===== config.mk =====
export PLATFORM = sky130hd
export DESIGN_NAME = pgr_access_check
export DESIGN_NICKNAME = d
export VERILOG_FILES = /design/src/rtl/pgr_pkg.sv /design/src/rtl/pgr_base_rights.sv /design/src/rtl/pgr_key_rights.sv /design/src/rtl/pgr_fault_code.sv /design/src/rtl/pgr_access_check.sv
export SDC_FILE = /design/constraint.sdc
export NUM_CORES = 1
export LEC_CHECK = 0
export BUFFER_PORTS_ARGS = -buffer_cell sky130_fd_sc_hd__buf_2
export CAP_MARGIN = 40
export CORE_MARGIN = 4
export CORE_UTILIZATION = 43
export DETAILED_ROUTE_END_ITERATION = 10
export PLACE_DENSITY = 0.86
export SYNTH_ARGS = -nofsm -noshare
export SYNTH_HDL_FRONTEND = slang
export SYNTH_SLANG_ARGS = --single-unit

===== constraint.sdc =====
create_clock -name clk -period 5 [get_ports clk]
set_input_delay 0.5 -clock clk [delete_from_list [all_inputs] [get_ports clk]]
set_output_delay 0.5 -clock clk [all_outputs]
set_load 0.05 [all_outputs]

===== src/rtl/pgr_pkg.sv =====
// Package: shared encodings for the page access rights checker.
// Assumes: access type and walk status are 2-bit codes; perm bit order R,W,X.
package pgr_pkg;
    typedef enum logic [1:0] {
        ACC_READ  = 2'd0,
        ACC_WRITE = 2'd1,
        ACC_FETCH = 2'd2
    } acc_e;

    typedef enum logic [1:0] {
        WALK_OK     = 2'd0,
        WALK_ABSENT = 2'd1,
        WALK_RSVD   = 2'd2
    } walk_e;

    localparam int PERM_W = 3;
    localparam int PRM_R  = 0;
    localparam int PRM_WR = 1;
    localparam int PRM_X  = 2;

    localparam int ERR_W   = 6;
    localparam int EC_P    = 0;
    localparam int EC_WR   = 1;
    localparam int EC_US   = 2;
    localparam int EC_RSVD = 3;
    localparam int EC_ID   = 4;
    localparam int EC_PK   = 5;
endpackage


===== src/rtl/pgr_base_rights.sv =====
// Module: pgr_base_rights
// Computes the rights that page bits and privilege controls grant before
// protection keys, and flags a user access to a supervisor-only page.
// Assumes: inputs are the already-combined rights of every walk level.
module pgr_base_rights
    import pgr_pkg::*;
(
    input  logic              pg_user,
    input  logic              pg_write,
    input  logic              pg_nx,
    input  logic              acc_user,
    input  logic              ctl_wp,
    input  logic              ctl_smep,
    output logic [PERM_W-1:0] base_perm,
    output logic              user_viol
);
    // Purpose: apply write-protect override and supervisor-execute prevention.
    always_comb begin
        base_perm         = '0;
        base_perm[PRM_R]  = 1'b1;
        base_perm[PRM_WR] = pg_write | (~acc_user & ~ctl_wp);
        base_perm[PRM_X]  = ~pg_nx & (acc_user | ~(ctl_smep & pg_user));
        user_viol         = acc_user & ~pg_user;
    end
endmodule


===== src/rtl/pgr_key_rights.sv =====
// Module: pgr_key_rights
// Decodes the protection-key rights register into per-key disable bits and
// yields a mask of rights left by the selected key.
// Assumes: two rights bits per key, access-disable at 2k, write-disable at 2k+1.
module pgr_key_rights
    import pgr_pkg::*;
#(
    parameter int KEY_W = 4
) (
    input  logic [KEY_W-1:0]         pg_key,
    input  logic [2*(2**KEY_W)-1:0]  pkru_val,
    input  logic                     pg_user,
    input  logic                     acc_user,
    input  logic                     ctl_wp,
    input  logic                     ctl_pke,
    input  logic                     ctl_lma,
    output logic [PERM_W-1:0]        key_mask
);
    localparam int NKEYS = 2**KEY_W;

    logic [NKEYS-1:0] ad_vec;
    logic [NKEYS-1:0] wd_vec;

    // Purpose: split the rights register into disable bits per key.
    for (genvar k = 0; k < NKEYS; k++) begin : g_key
        assign ad_vec[k] = pkru_val[2*k];
        assign wd_vec[k] = pkru_val[2*k+1];
    end

    logic keys_on;
    logic sel_ad;
    logic sel_wd;

    // Purpose: gate keys and strip rights for the selected key.
    always_comb begin
        keys_on  = ctl_pke & ctl_lma & pg_user & (|pkru_val);
        sel_ad   = ad_vec[pg_key];
        sel_wd   = wd_vec[pg_key];
        key_mask = '1;
        if (keys_on) begin
            if (sel_ad) begin
                key_mask[PRM_R]  = 1'b0;
                key_mask[PRM_WR] = 1'b0;
            end else if (sel_wd && (acc_user || ctl_wp)) begin
                key_mask[PRM_WR] = 1'b0;
            end
        end
    end
endmodule


===== src/rtl/pgr_fault_code.sv =====
// Module: pgr_fault_code
// Resolves fault precedence and assembles the page-fault error code.
// Assumes: walk faults take precedence over rights checks; user violation
// precedes key checks; key denial precedes a plain mask denial.
module pgr_fault_code
    import pgr_pkg::*;
(
    input  logic [1:0]       walk_status,
    input  logic [1:0]       acc_type,
    input  logic             acc_user,
    input  logic             ctl_nxe,
    input  logic             ctl_pae,
    input  logic             ctl_smep,
    input  logic             user_viol,
    input  logic             key_deny,
    input  logic             mask_deny,
    output logic             fault,
    output logic [ERR_W-1:0] err_code
);
    logic absent;
    logic rsvd;
    logic protect;
    logic pk_hit;

    // Purpose: classify the fault cause with fixed precedence.
    always_comb begin
        absent  = (walk_status == WALK_ABSENT);
        rsvd    = (walk_status == WALK_RSVD);
        pk_hit  = (walk_status == WALK_OK) & ~user_viol & key_deny;
        protect = rsvd | ((walk_status == WALK_OK) &
                          (user_viol | key_deny | mask_deny));
        fault   = absent | protect;
    end

    // Purpose: build the error code bits for a faulting access.
    always_comb begin
        err_code = '0;
        if (fault) begin
            err_code[EC_P]    = protect;
            err_code[EC_RSVD] = rsvd;
            err_code[EC_WR]   = (acc_type == ACC_WRITE);
            err_code[EC_US]   = acc_user;
            err_code[EC_ID]   = (acc_type == ACC_FETCH) &
                                ((ctl_nxe & ctl_pae) | ctl_smep);
            err_code[EC_PK]   = pk_hit;
        end
    end
endmodule


===== src/rtl/pgr_access_check.sv =====
// Module: pgr_access_check (top)
// Evaluates the rights of a finished page walk for one access and registers
// the permission mask, fault flag and error code one clock later.
// Assumes: one request per cycle when in_valid is high; outputs hold when idle.
module pgr_access_check
    import pgr_pkg::*;
#(
    parameter int KEY_W = 4
) (
    input  logic        clk,
    input  logic        rst_n,
    input  logic        in_valid,
    input  logic [1:0]  walk_status,
    input  logic        pg_user,
    input  logic        pg_write,
    input  logic        pg_nx,
    input  logic        pg_dirty,
    input  logic [3:0]  pg_key,
    input  logic [1:0]  acc_type,
    input  logic        acc_user,
    input  logic        ctl_wp,
    input  logic        ctl_nxe,
    input  logic        ctl_pae,
    input  logic        ctl_smep,
    input  logic        ctl_pke,
    input  logic        ctl_lma,
    input  logic [31:0] pkru_val,
    output logic        out_valid,
    output logic [2:0]  perm,
    output logic        fault,
    output logic [5:0]  err_code
);
    logic [PERM_W-1:0] base_perm;
    logic [PERM_W-1:0] key_mask;
    logic [PERM_W-1:0] eff_perm;
    logic [PERM_W-1:0] rep_perm;
    logic              user_viol;
    logic              key_deny;
    logic              mask_deny;
    logic              nxt_fault;
    logic [ERR_W-1:0]  nxt_err;
    logic [1:0]        acc_idx;

    pgr_base_rights i_base (
        .pg_user   (pg_user),
        .pg_write  (pg_write),
        .pg_nx     (pg_nx),
        .acc_user  (acc_user),
        .ctl_wp    (ctl_wp),
        .ctl_smep  (ctl_smep),
        .base_perm (base_perm),
        .user_viol (user_viol)
    );

    pgr_key_rights #(.KEY_W(KEY_W)) i_key (
        .pg_key   (pg_key[KEY_W-1:0]),
        .pkru_val (pkru_val[2*(2**KEY_W)-1:0]),
        .pg_user  (pg_user),
        .acc_user (acc_user),
        .ctl_wp   (ctl_wp),
        .ctl_pke  (ctl_pke),
        .ctl_lma  (ctl_lma),
        .key_mask (key_mask)
    );

    // Purpose: merge rights, test the needed right, hold write on clean pages.
    always_comb begin
        acc_idx   = (acc_type == ACC_FETCH) ? 2'(PRM_X) :
                    (acc_type == ACC_WRITE) ? 2'(PRM_WR) : 2'(PRM_R);
        eff_perm  = base_perm & key_mask;
        key_deny  = ~key_mask[acc_idx];
        mask_deny = ~base_perm[acc_idx];
        rep_perm  = eff_perm;
        if (!pg_dirty && acc_type != ACC_WRITE) begin
            rep_perm[PRM_WR] = 1'b0;
        end
    end

    pgr_fault_code i_code (
        .walk_status (walk_status),
        .acc_type    (acc_type),
        .acc_user    (acc_user),
        .ctl_nxe     (ctl_nxe),
        .ctl_pae     (ctl_pae),
        .ctl_smep    (ctl_smep),
        .user_viol   (user_viol),
        .key_deny    (key_deny),
        .mask_deny   (mask_deny),
        .fault       (nxt_fault),
        .err_code    (nxt_err)
    );

    // Purpose: register the result of each accepted request.
    always_ff @(posedge clk) begin
        if (!rst_n) begin
            out_valid <= 1'b0;
            perm      <= '0;
            fault     <= 1'b0;
            err_code  <= '0;
        end else begin
            out_valid <= in_valid;
            if (in_valid) begin
                perm     <= nxt_fault ? '0 : rep_perm;
                fault    <= nxt_fault;
                err_code <= nxt_err;
            end
        end
    end
endmodule


==> qor.yml, run 1 <==
critPathCapture: "err_code[0]$_SDFFE_PN0P_"
crit_path_max_fanout: 7
cts_buffer_depth: 2
routed_wl_um: 2710
reg2regPathDepth: 3
placed_cells: 178
finalSetupViolations: 0
ys_types: 35
detail-route-antenna-nets: 0
worst_slew_pin_slew_ps: 488
fmax_ghz: 0.500
syn_nets: 145
final_cells: 182
hp-class: "flip-flop to flip-flop"
ioPinCount: 65
final_layout_size_suffix_gt1_frac: 0.503
placed_cell_area_sq_um: 1220
hold_path_depth: 2
end_kind: "flip-flop"
wl_per_cell_um: 14.9
port_buffers: 64
crit_required_ps: 5160
dr_total_vias: 1063
cts_root_buf: "clkbuf_4"
critPathKind: "primary input to flip-flop"
slew_viol_final: 0
synth-async-reset-ratio: 0
syn_area_sq_um: 908
syn_area_per_cell_sq_um: 9.98
cts_tree: "built"
ir_worst_vdd_v: 0.000108
dpl.hpwl_um: 2310
hold_violations: 0
post_cts_resized: 0
p_leak_nw: 0.595
area_growth_pct: 37.7
fin_crit_ps: 2000
synthesis.instances: 91
max-slew-margin-rel: 0.673
status: "finished clean"
cts.sinks: 11
die_w_um: 54.0
htree_levels: 1
synth_sequential_area_ratio: 0.242
gp_congestion: 0.886
clk_pin_slew_ps: 70
grt_max_degree: 9
cts_setup_buffers: 0
period_share: 0.400
synth-edff-count: 0
nFillCells: 163
rows: 16
rrSetupSlack_ps: 4170
design_area_sq_um: 1250
arrival_ps: 2160
synth-main-ff-cell: "dfxtp_1"
die_h_um: 54.0
setup_tns_ps: 0
firstDrtPassIters: 4
cap_violations: 0
hold_slack_ps: 466
dieArea_sq_um: 2910
fp.coreArea_sq_um: 1980
insertedDiodeCount: 0
initial_utilization: 0.458
r2r_end: "err_code[0]$_SDFFE_PN0P_"
post_drt_via_cell_ratio: 5.84
startpoint: "pg_key[2]"
grt_pass1_wl_um: 3940
rsz0062_at_grt: "false"
clock_latency_ps: 270
grt.total_usage: 0.188
antenna_found_initial: 0
final_nets: 210
ys_seq_elements: 11
first_iter_violations: 38
powerDensity_nw_per_um2: 194
rr_startpoint: "err_code[0]$_SDFFE_PN0P_"
grt_pass1_vias: 1016
drc: 0
grt-ovfl-total: 0
yosys_warnings: 0
holdBufCountCts: 0
finalClockSkew_ps: 0
cts_made_buffers: 3
dpl_worst_slack_ps: 2700
fin_ws_ps: 3000
start_kind: "primary input"
## cell usage in the layout, fill, tap and decap left out, types with 2 or more instances in the layout
master and instances:
a21oi_1 2, dfxtp_1 11, clkbuf_4 3, a31oi_1 2, nor2b_1 4, nor4_1 8, buf_2 64, mux2_2 2
nand3b_1 3, mux2i_1 6, mux4_1 2, a32o_1 4, inv_1 2, o21ai_0 4, nand2b_1 2, nor2_1 4
nand2_1 8, nand4_1 2, mux4_2 5
## kinds of logic after synthesis
kind of cell	after synthesis	share of synthesized area
AOI/OAI and AO/OA	22	0.200
DFF	11	0.242
and+or+nand+nor	37	0.236
muxes	15	0.273
buffers and inverters	6	0.0496
## metal layers
layer  track usage  up-vias  share of wire
li1              -      497              -
met1         0.190      470           0.36
met2         0.363       87           0.48
met3        0.0388        9           0.14
met4        0.0766        0          0.017
met5             0        -              0
## power by group
group	leakage (nW)	internal [mW]	switching, mW	total (mW)
combinational	0.490	0.0400	0.0476	0.0876
sequential	0.0899	0.0914	0.00162	0.0930
clock	0.0150	0.0309	0.0310	0.0619
## cells in the mapped netlist, drive strengths merged (2+ instances only)
cell / instances / area (sq um)
mux2: 2 / 22.5
inv: 2 / 7.51
nand3b: 3 / 22.5
o21ai: 4 / 20.0
mux2i: 6 / 60.1
a21oi: 2 / 10.0
nand2: 9 / 36.3
dfxtp: 11 / 220
nand4: 2 / 12.5
a31oi: 2 / 12.5
buf: 3 / 33.8
nor4: 8 / 50.1
nor2: 4 / 15.0
a32o: 4 / 40.0
nand2b: 2 / 12.5
nor2b: 4 / 25.0
mux4: 7 / 165
## through the flow
stage	power [mW]	utilization
after detailed placement	0.182	0.618
after CTS	0.240	0.631
after global routing	0.254	0.631
final	0.242	0.631
after global placement	0.179	0.618
after floorplan	0.148	-
## worst min-delay path by stage
stage	startpoint	endpoint	slack, ps
2_1_floorplan	rst_n	err_code[0]$_SDFFE_PN0P_	630
3_3_place_gp	perm[0]$_SDFFE_PN0P_	perm[0]$_SDFFE_PN0P_	440
3_5_place_dp	perm[0]$_SDFFE_PN0P_	perm[0]$_SDFFE_PN0P_	450
4_1_cts	perm[0]$_SDFFE_PN0P_	perm[0]$_SDFFE_PN0P_	470
5_1_grt	rst_n	err_code[0]$_SDFFE_PN0P_	480
6_report	perm[0]$_SDFFE_PN0P_	perm[0]$_SDFFE_PN0P_	470
## cell type report
cell class,instances,area [sq um],area share
multi-input cells,74,643,0.514
well taps,27,33.8,0.0270
clock buffers,4,26.3,0.0210
repair buffers,64,320,0.256
flip-flops and latches,11,220,0.176
inverters,2,7.51,0.00600
## registers in the layout, indices dropped and copies added, names as in the netlist
| name | cells |
|---|---|
| err_code | 6 |
| out_valid | 1 |
| perm | 3 |
| fault | 1 |
## critical path, cell delays in order
cell	delay, ps
buf_2	190
mux4_1	560
mux2_2	300
o211ai_4	200
nand2_2	70
o311a_1	340
No activity file was read; power rests on OpenSTA's default activity.
==> run 2: changes to the inputs <==
Settings changed: CORE_UTILIZATION 43 to 40, PLACE_DENSITY 0.86 to 0.81.
Clock period 5 ns to 1.9 ns, I/O delays scaled along.
==> qor.yml, run 2 (synthesis results as in run 1) <==
drc: 0  # unchanged
rr_startpoint: "err_code[0]$_SDFFE_PN0P_"
design_area_sq_um: 1270  # +1.8%
dieArea_sq_um: 3100  # +6.4%
swShare: 0.328  # -0.00237
placed_cells: 181  # +1.7%
hold_start: "rst_n"
cts_setup_buffers: 0  # unchanged
nFillCells: 194  # +19%
port_buffers: 64  # unchanged
hp-class: "primary input to flip-flop"
grt.total_usage: 0.195  # +0.00768
post_cts_resized: 0  # unchanged
rows: 16  # unchanged
ioPinCount: 65  # unchanged
die_w_um: 55.7  # +3.1%
status: "finished clean"
final_util: 0.618  # -0.0136
p_sw_uw: 211  # +160%
final_cell_mix: "buf_2 (64), dfxtp_1 (11), nand2_1 (8), nor4_1 (8), mux2i_1 (6)"
mostFrequentLayoutCell: "buf_2"
insertedDiodeCount: 0  # unchanged
finalClockSkew_ps: 0  # unchanged
gp_congestion: 0.842  # -5.0%
period_share: 0.861
clk_pin_slew_ps: 70  # about the same
ir_worst_vdd_v: 0.000314  # +190%
largest_reg_flops: 6  # unchanged
worst_slew_pin_slew_ps: 493  # +5.40 ps
die_h_um: 55.7  # +3.1%
r2r_end: "err_code[0]$_SDFFE_PN0P_"
critical-path-max-stage-delay_ps: 340  # -220 ps
crit_required_ps: 2060  # -3100 ps
min_to: "err_code[0]$_SDFFE_PN0P_"
clock_latency_ps: 270  # about the same
fmax_ghz: 0.611
cts.sinks: 11  # unchanged
dr_total_vias: 1064  # +0.094%
area_growth_pct: 40.2
first_iter_violations: 42  # +11%
power_uw: 642  # +160%
p_clk_frac: 0.249  # -0.006
seq_power_share: 0.383  # about the same
htree_levels: 1  # unchanged
internal_power_uw: 431  # +170%
cp_slowest_cell: "nor4_1"
cap_violations: 0  # unchanged
critPathKind: "primary input to flip-flop"
finalSetupViolations: 0  # unchanged
post_drt_via_cell_ratio: 5.75  # -1.5%
grt_max_degree: 9  # unchanged
firstDrtPassIters: 4  # unchanged
grt_pass1_vias: 1149  # +13%
reg2regPathDepth: 3  # unchanged
setup_tns_ps: 0  # unchanged
powerDensity_nw_per_um2: 504  # +160%
cts_root_buf: "clkbuf_4"
slew_viol_final: 0  # unchanged
cts_tree: "built"
rsz0062_at_grt: "false"
crit_path_max_fanout: 3  # -4
final_layout_size_suffix_gt1_frac: 0.513  # +0.00943
hold_violations: 0  # unchanged
fin_ws_ps: 263  # -2740 ps
start_kind: "primary input"
holdBufCountCts: 0  # unchanged
fin_crit_ps: 1640
placed_cell_area_sq_um: 1250  # +1.8%
grt-ovfl-total: 0  # unchanged
regMostFlops: "err_code"
crit_buf_inv: 1  # unchanged
end_kind: "flip-flop"
antenna_found_initial: 0  # unchanged
final_cells: 185  # +1.6%
dpl_worst_slack_ps: -22.5  # -2720 ps
power_frac_comb: 0.368  # +0.007
initial_utilization: 0.441  # -0.0178
wl_per_cell_um: 16.1  # +8.1%
detail-route-antenna-nets: 0  # unchanged
arrival_ps: 1800  # -360 ps
hold_slack_ps: 168  # -297 ps
rrSetupSlack_ps: 1070  # -3100 ps
routed_wl_um: 2980  # +9.9%
cts_buffer_depth: 2  # unchanged
max-slew-margin-rel: 0.670  # -0.00361
crit_family: "simple AND/OR/NAND/NOR gates"
grt_pass1_wl_um: 4960  # +26%
hold_path_depth: 2  # unchanged
cts_made_buffers: 3  # unchanged
dpl.hpwl_um: 2550  # +10%
worstPathCellList: "buf_2 -> nor4_1 -> nand4_1 -> o2111a_1 -> or3b_4 -> nand2_2 -> o311a_1"
reg.largest.list: "err_code x6, perm x3"
fp.coreArea_sq_um: 2060  # +4.0%
p_leak_nw: 0.610  # +2.4%
final_nets: 213  # +1.4%
## run 2: cell count changes in the layout (fill, tap and decap cells not counted), sizes merged
cell and delta:
buf +3
## run 2: final cells by class
class / count / area, sq um / share of cell area
Clock buffer: 4 / 26.3 / 0.0206
Inverter: 2 / 7.51 / 0.00589
Multi-Input combinational cell: 74 / 643 / 0.505
Sequential cell: 11 / 220 / 0.173
Tap cell: 27 / 33.8 / 0.0265
Timing Repair Buffer: 67 / 343 / 0.269
## run 2: per-layer routing
metal  part of all wire  GRT usage  up-vias
met4              0.015     0.0521        0
met2               0.52      0.367       58
met3              0.087     0.0394        6
met5                  0          0        -
met1               0.37      0.220      491
li1                   -          -      509
## run 2: worst max-delay path by stage
stage	cells past startpoint	from	to	slack [ps]
after floorplan	6	pg_key[2]	err_code[0]$_SDFFE_PN0P_	80
after global placement	6	pg_key[1]	err_code[0]$_SDFFE_PN0P_	20
after detailed placement	6	pg_key[1]	err_code[0]$_SDFFE_PN0P_	-20
after CTS	6	pg_key[1]	err_code[1]$_SDFFE_PN0P_	260
after global routing	7	pkru_val[18]	err_code[0]$_SDFFE_PN0P_	180
final	7	pkru_val[18]	err_code[0]$_SDFFE_PN0P_	260
## run 2: power groups by stage
stage	registers [mW]	logic (mW)	clock network (mW)
finish	0.246	0.236	0.160
floorplan	0.286	0.103	0
CTS	0.245	0.235	0.162
detailed placement	0.251	0.234	0
global route	0.247	0.254	0.179
global placement	0.250	0.228	0
